**src/rtl/aligner_pkg.sv**
```systemverilog
package aligner_pkg;

   localparam int unsigned DATA_W  = 16;
   localparam int unsigned BYTE_W  = 8;
   localparam int unsigned LANES   = DATA_W / BYTE_W;

   typedef enum logic [1:0] {
      PTR_KEEP     = 2'b00,
      PTR_POST_INC = 2'b01,
      PTR_POST_DEC = 2'b10,
      PTR_KEEP_ALT = 2'b11
   } ptr_op_e;

   typedef struct packed {
      logic hi_lane;
      logic is_byte;
      logic sext;
   } rd_fmt_t;

   function automatic logic [BYTE_W-1:0] pick_lane(input logic [DATA_W-1:0] word,
                                                   input logic hi);
      return hi ? word[DATA_W-1:BYTE_W] : word[BYTE_W-1:0];
   endfunction

endpackage

```
**src/rtl/ea_decode.sv**
```systemverilog
module ea_decode
   import aligner_pkg::*;
#(
   parameter int unsigned ADDR_W = 16
)(
   input  logic              valid,
   input  logic              is_byte,
   input  logic [ADDR_W-1:0] ea,
   output logic              fault,
   output logic              go,
   output logic [LANES-1:0]  lanes,
   output logic [ADDR_W-2:0] word_addr
);

   logic odd;

   always_comb begin
      odd       = ea[0];
      fault     = valid & ~is_byte & odd;
      go        = valid & ~fault;
      word_addr = ea[ADDR_W-1:1];
      lanes     = '0;
      if (go) begin
         if (is_byte) begin
            lanes[odd] = 1'b1;
         end else begin
            lanes = '1;
         end
      end
   end

endmodule

```
**src/rtl/write_steer.sv**
```systemverilog
module write_steer
   import aligner_pkg::*;
(
   input  logic              is_byte,
   input  logic [DATA_W-1:0] wdata_in,
   output logic [DATA_W-1:0] wdata_out
);

   generate
      for (genvar g = 0; g < LANES; g++) begin : g_lane
         assign wdata_out[g*BYTE_W +: BYTE_W] =
            is_byte ? wdata_in[BYTE_W-1:0] : wdata_in[g*BYTE_W +: BYTE_W];
      end
   endgenerate

endmodule

```
**src/rtl/ptr_update.sv**
```systemverilog
module ptr_update
   import aligner_pkg::*;
#(
   parameter int unsigned ADDR_W = 16
)(
   input  logic              allow,
   input  logic              is_byte,
   input  ptr_op_e           op,
   input  logic [ADDR_W-1:0] ptr_in,
   output logic [ADDR_W-1:0] ptr_out,
   output logic              ptr_we
);

   localparam logic [ADDR_W-1:0] STEP_BYTE = ADDR_W'(1);
   localparam logic [ADDR_W-1:0] STEP_WORD = ADDR_W'(LANES);

   logic [ADDR_W-1:0] step;

   always_comb begin
      step    = is_byte ? STEP_BYTE : STEP_WORD;
      ptr_out = ptr_in;
      ptr_we  = 1'b0;
      if (allow) begin
         unique case (op)
            PTR_POST_INC: begin
               ptr_out = ptr_in + step;
               ptr_we  = 1'b1;
            end
            PTR_POST_DEC: begin
               ptr_out = ptr_in - step;
               ptr_we  = 1'b1;
            end
            default: begin
               ptr_out = ptr_in;
               ptr_we  = 1'b0;
            end
         endcase
      end
   end

endmodule

```
**src/rtl/read_format.sv**
```systemverilog
module read_format
   import aligner_pkg::*;
#(
   parameter bit SEXT_EN = 1'b1
)(
   input  logic              clk,
   input  logic              rst_n,
   input  logic              capture,
   input  rd_fmt_t           fmt_in,
   input  logic [DATA_W-1:0] mem_rdata,
   output logic              rd_valid,
   output logic [DATA_W-1:0] rd_data
);

   rd_fmt_t           fmt_q;
   logic [BYTE_W-1:0] sel;
   logic              fill;

   always_ff @(posedge clk) begin
      if (!rst_n) begin
         rd_valid <= 1'b0;
         fmt_q    <= '0;
      end else begin
         rd_valid <= capture;
         if (capture) begin
            fmt_q <= fmt_in;
         end
      end
   end

   assign sel = pick_lane(mem_rdata, fmt_q.hi_lane);

   generate
      if (SEXT_EN) begin : g_sext
         assign fill = fmt_q.sext & sel[BYTE_W-1];
      end else begin : g_zext
         assign fill = 1'b0;
      end
   endgenerate

   assign rd_data = fmt_q.is_byte ? {{(DATA_W-BYTE_W){fill}}, sel} : mem_rdata;

endmodule

```
**src/rtl/data_access_aligner.sv**
```systemverilog
module data_access_aligner
   import aligner_pkg::*;
#(
   parameter int unsigned ADDR_W  = 16,
   parameter bit          SEXT_EN = 1'b1
)(
   input  logic              clk,
   input  logic              rst_n,
   input  logic              req_valid,
   input  logic              req_write,
   input  logic              req_byte,
   input  logic              req_sext,
   input  logic [ADDR_W-1:0] req_ea,
   input  logic [15:0]       req_wdata,
   input  logic [1:0]        ptr_mode,
   input  logic [ADDR_W-1:0] ptr_in,
   output logic [ADDR_W-2:0] mem_addr,
   output logic              mem_we,
   output logic              mem_re,
   output logic [1:0]        mem_be,
   output logic [15:0]       mem_wdata,
   input  logic [15:0]       mem_rdata,
   output logic              rd_valid,
   output logic [15:0]       rd_data,
   output logic              trap,
   output logic [ADDR_W-1:0] ptr_out,
   output logic              ptr_we
);

   generate
      if (ADDR_W < 2 || ADDR_W > 32) begin : g_bad_addr_w
         $error("data_access_aligner: ADDR_W must lie in 2..32");
      end
      if (DATA_W != 16 || LANES != 2) begin : g_bad_data_w
         $error("data_access_aligner: data path must be two byte lanes");
      end
   endgenerate

   logic    fault;
   logic    go;
   rd_fmt_t fmt;

   ea_decode #(.ADDR_W(ADDR_W)) i_decode (
      .valid     (req_valid),
      .is_byte   (req_byte),
      .ea        (req_ea),
      .fault     (fault),
      .go        (go),
      .lanes     (mem_be),
      .word_addr (mem_addr)
   );

   write_steer i_steer (
      .is_byte   (req_byte),
      .wdata_in  (req_wdata),
      .wdata_out (mem_wdata)
   );

   ptr_update #(.ADDR_W(ADDR_W)) i_ptr (
      .allow   (go),
      .is_byte (req_byte),
      .op      (ptr_op_e'(ptr_mode)),
      .ptr_in  (ptr_in),
      .ptr_out (ptr_out),
      .ptr_we  (ptr_we)
   );

   assign fmt.hi_lane = req_ea[0];
   assign fmt.is_byte = req_byte;
   assign fmt.sext    = req_sext;

   read_format #(.SEXT_EN(SEXT_EN)) i_fmt (
      .clk       (clk),
      .rst_n     (rst_n),
      .capture   (mem_re),
      .fmt_in    (fmt),
      .mem_rdata (mem_rdata),
      .rd_valid  (rd_valid),
      .rd_data   (rd_data)
   );

   assign mem_we = go &  req_write;
   assign mem_re = go & ~req_write;
   assign trap   = fault;

endmodule

```
**config.mk**
```make
export PLATFORM = sky130hd
export DESIGN_NAME = data_access_aligner
export DESIGN_NICKNAME = d
export VERILOG_FILES = /design/src/rtl/aligner_pkg.sv /design/src/rtl/ea_decode.sv /design/src/rtl/write_steer.sv /design/src/rtl/ptr_update.sv /design/src/rtl/read_format.sv /design/src/rtl/data_access_aligner.sv
export SDC_FILE = /design/constraint.sdc
export NUM_CORES = 1
export LEC_CHECK = 0
export CAP_MARGIN = 5
export CORE_AREA = 2 2 79 81
export CTS_BUF_LIST = sky130_fd_sc_hd__clkbuf_8
export DETAILED_ROUTE_END_ITERATION = 16
export DIE_AREA = 0 0 81 83
export PLACE_DENSITY = 0.78
export SLEW_MARGIN = 20
export SYNTH_ARGS = -nofsm -noshare
export SYNTH_HDL_FRONTEND = slang
export SYNTH_SLANG_ARGS = --single-unit
```
**constraint.sdc**
```tcl
create_clock -name clk -period 4 [get_ports clk]
set_input_delay 0.8 -clock clk [delete_from_list [all_inputs] [get_ports clk]]
set_output_delay 0.8 -clock clk [all_outputs]
set_load 0.005 [all_outputs]
```
# Word-level counts from Yosys, hierarchy flattened
# Index checks and enable logic that the tools add are counted.
# op_classes
n_reduce_logical,2
add_sub_neg,2
n_bitwise,9
n_eq_ne,2
n_mux,12
order_cmp,2
# op_table
cell,n
two-way mux 16 bit,2
one-hot mux 16 bit (2 select lines),1
adder 16 bit,1
two-way mux 8 bit,2
subtractor 16 bit,1
bitwise AND 1 bit,6
two-way mux 2 bit,3
two-way mux 1 bit,3
NOT 1 bit,3
"equality test 2 x 1 -> 1 bit, second input constant",1
"equality test 2 bit, second input constant",1
"less-than comparator 1 x 2 -> 1 bit, second input constant",1
OR reduction 2 bit,1
demux 1 bit (select 1 bit),1
"greater-or-equal comparator 1 bit, second input constant",1
logical AND 1 bit,1
# word_totals
out_inout_bits,70
ff_bits,4

# Logic depth before layout (Yosys ltp)
# logic_depth
depth_word,6
mapped_depth,13
mapped_depth_nobuf,11

# By module
# Synthesis repeated with hierarchy kept, for this count alone.
# unflattened
hier_cells,281
hier_area_um2,1986.9
# by_module_without_submodules
mod,n_inst,cells_per_inst,area_each_um2
ptr_update,1,200,1277.5
read_format,1,41,346.6
write_steer,1,17,191.4
ea_decode,1,21,155.1
data_access_aligner,1,2,16.3

# Worst setup path before layout
# OpenSTA, ideal clock, no wires.
# synth_timing
kind,input -> output
from,input ptr_mode[0]
to,output ptr_out[10]
stages,12
slack_ps,83
path_buffers,2
arrival_time_ps,3117
path_cell_list,inv_1 ha_1 clkbuf_8 clkbuf_1 and2_1 fa_1 and3b_1 o21ai_1 a31oi_1 and2b_2 nor3_1 xor2_1
# synth_via
elab_chain_len,3
elab_cells_between_ends,4
classes_between,eq/ne: 2; mux: 2
# synth_lines
item,line,text
"start, declared",data_access_aligner.sv:15,"input logic [1:0] ptr_mode,"
equality test 2 bit / equality test 2 x 1 -> 1 bit (equally long branches),ptr_update.sv:24,unique case (op)
one-hot mux 16 bit (2 select lines) *,ptr_update.sv:24,
two-way mux 16 bit *,ptr_update.sv:23,if (allow) begin
"end, declared",data_access_aligner.sv:26,"output logic [ADDR_W-1:0] ptr_out,"
# Mark *: on every way between the ends. The rest lies on a longest branch, timed or not.

# Worst setup path after layout
# layout_timing
from,input ptr_mode[0]
to,output ptr_out[3]
# The elaborated chain is that of the path after synthesis.

==> flow_summary.json <==
{
  "initial_core_util": 0.303,
  "vias": 2317,
  "path_class": "input port to primary output",
  "status": "complete, no violations",
  "antenna_found_initial": 0,
  "nets": 471,
  "firstDrtPassIters": 4,
  "fin_worst_skew_ps": 0,
  "fmax_mhz": 256,
  "period_needed_ps": 3900,
  "htree_levels": 1,
  "drtIter0Drc": 108,
  "post-route-drc-count": 0,
  "cts.path.max_buffers": 2,
  "area_delta_synth_final_pct": 84.3,
  "fp.dieH_um": 83,
  "dp_slack_ps": -723,
  "regToRegSetupSlack_ps": 3100,
  "worst_slew_pin_slew_ps": 429,
  "final.setup.tns_ps": 0,
  "grt_max_degree": 20,
  "ant_nets": 0,
  "cts.clk_slew.worst_paths_ps": 30,
  "rows": 28,
  "grt_pass1_vias": 2363,
  "place_inst": 456,
  "drive_gt1_frac": 0.296,
  "synth-edff-count": 0,
  "holdCritStartpoint": "i_fmt.fmt_q[2]",
  "clkLatencyLatePin_ps": 220,
  "crit_path_end_kind": "primary output",
  "crit_fanout": 2,
  "core_um2": 5820,
  "fin_util": 0.559,
  "setup_viol": 0,
  "yosysSeqAreaShare": 0.0454,
  "synth.avg_cell_area_um2": 6.71,
  "instances_no_fill": 467,
  "die-area_um2": 6720,
  "vias_per_cell": 4.96,
  "finalCritPeriodShare": 0.976,
  "cts_tree": "built",
  "place_area_um2": 3030,
  "cts_root_buf": "clkbuf_8",
  "cts_hold_buffers": 0,
  "start_kind": "input port",
  "grt_usage": 0.188,
  "hold_path_end": "i_fmt.fmt_q[2]",
  "maxCapViolCount": 0,
  "synth_seq_cells": 4,
  "netlist_top_cells_area": "buf_4, o21ai_0, nand2_1",
  "io_pins": 142,
  "ys.warnings.count": 0,
  "hold_violations": 0,
  "cp.arrival_ps": 3100,
  "grt_pass1_wl_um": 10500,
  "wl_per_cell_um": 13.9,
  "rr_endpoint": "i_fmt.fmt_q[1]",
  "gp_congestion": 0.933,
  "die_w_um": 81,
  "numCtsBuffers": 3,
  "power_mw": 0.465,
  "post-route-cell-area_um2": 3250,
  "yosysMostFrequentCell": "nand2_1",
  "numPortBuffers": 111,
  "clock_sinks": 4,
  "slew_headroom": 0.714,
  "synthesis.area_um2": 1760,
  "finalWirelength_um": 6490,
  "synth_top_area_cell": "buf_4",
  "netlist_top_cells_count": "nand2_1, o21ai_0, buf_4",
  "ys_types": 58,
  "reg2reg_depth": 2,
  "syn_nets": 340,
  "setup_ws_ps": 96.4,
  "synth_cells": 263,
  "r2r_start": "i_fmt.fmt_q[1]",
  "irDropWorstVdd_mv": 0.160,
  "min_path_type": "flop to flop",
  "async_flop_share": 0,
  "min_delay_path_depth": 2,
  "slew_viol_final": 0,
  "whs_ps": 522,
  "dpl.hpwl_um": 5160,
  "power_density_nw_per_um2": 143,
  "p_leak_nw": 1.38,
  "synth_top_area_frac": 0.102,
  "ys.flop_type": "dfxtp_1",
  "grt_overflow": 0,
  "worstPathRequired_ps": 3200,
  "diodes": 0
}
-- placed cells by master (no fill, tap or decap), types with 4 or more instances in the layout --
cell             instances
clkdlybuf4s50_1         95
buf_4                   54
nand2_1                 37
o21ai_0                 29
nor2_1                  14
inv_1                   11
xor2_1                  10
mux2_2                   9
xnor2_1                  9
nor3_1                   7
a21o_1                   6
dlygate4sd2_1            6
nand3_1                  4
nand4_1                  4
a21oi_1                  4
dfxtp_1                  4
buf_2                    4
-- power breakdown --
group	total (mW)	internal [mW]	leakage, nW	switching [mW]
Combinational	0.333	0.201	1.32	0.132
Clock	0.0880	0.0644	0.0216	0.0236
Sequential	0.0435	0.0418	0.0326	0.00167
Total	0.465	0.307	1.38	0.158
-- worst max-delay path by stage --
stage                startpoint          end  slack [ps]  cells past startpoint
floorplan           ptr_mode[0]  ptr_out[10]          80                     12
global placement    ptr_mode[0]  ptr_out[10]        -660                     12
CTS                   ptr_in[0]  ptr_out[12]         0.6                     14
detailed placement  ptr_mode[0]  ptr_out[10]        -720                     12
finish              ptr_mode[0]   ptr_out[3]         100                     13
global route        ptr_mode[0]   ptr_out[8]          -6                     15
-- per-layer routing --
layer / global-route usage / share of wire / up-vias
met4: 0.0555 / 0.020 / 0
li1: - / - / 1143
met2: 0.337 / 0.51 / 106
met1: 0.226 / 0.40 / 1054
met3: 0.0283 / 0.071 / 14
met5: 0 / 0 / -
-- state kept, by name, indices dropped and copies added, names as in the netlist --
signal	count
i_fmt.fmt_q	3
i_fmt.rd_valid	1
-- layout make-up --
class                           count  area [um2]
Inverter                           14        52.6
Sequential cell                     4        80.1
Fill cell                         571        2560
Timing Repair Buffer              168        1510
Multi-Input combinational cell    203        1470
Clock buffer                        3        41.3
Tap cell                           75        93.8
-- worst max-delay path, stage by stage --
cell,delay (ps)
dlygate4sd2_1,210
inv_2,50
ha_4,150
and2_4,160
ha_1,280
a21oi_2,50
o21a_2,240
buf_6,130
buf_4,120
xnor2_1,120
nand2_1,80
xnor2_1,140
clkdlybuf4s50_1,560
-- kinds of logic (layout without fill, tap and decap cells) --
kind of cell / Yosys count / count (layout) / share of synthesized area
adder cells (fa/ha/maj): 5 / 5 / 0.0397
AND/OR/NAND/NOR: 97 / 97 / 0.282
AO/OA/AOI/OAI: 69 / 69 / 0.252
XOR/XNOR: 20 / 20 / 0.0993
flip-flops: 4 / 4 / 0.0454
buffers and inverters: 56 / 185 / 0.206
multiplexers: 12 / 12 / 0.0745
-- timing repair --
item / 4_1_cts / 5_1_grt
buffers inserted: 6 / 2
setup endpoints to repair: 14 / 10
pin swaps: 19 / 8
gates resized for setup: 57 / 14
Note: power is estimated with default switching activity, not from simulation.
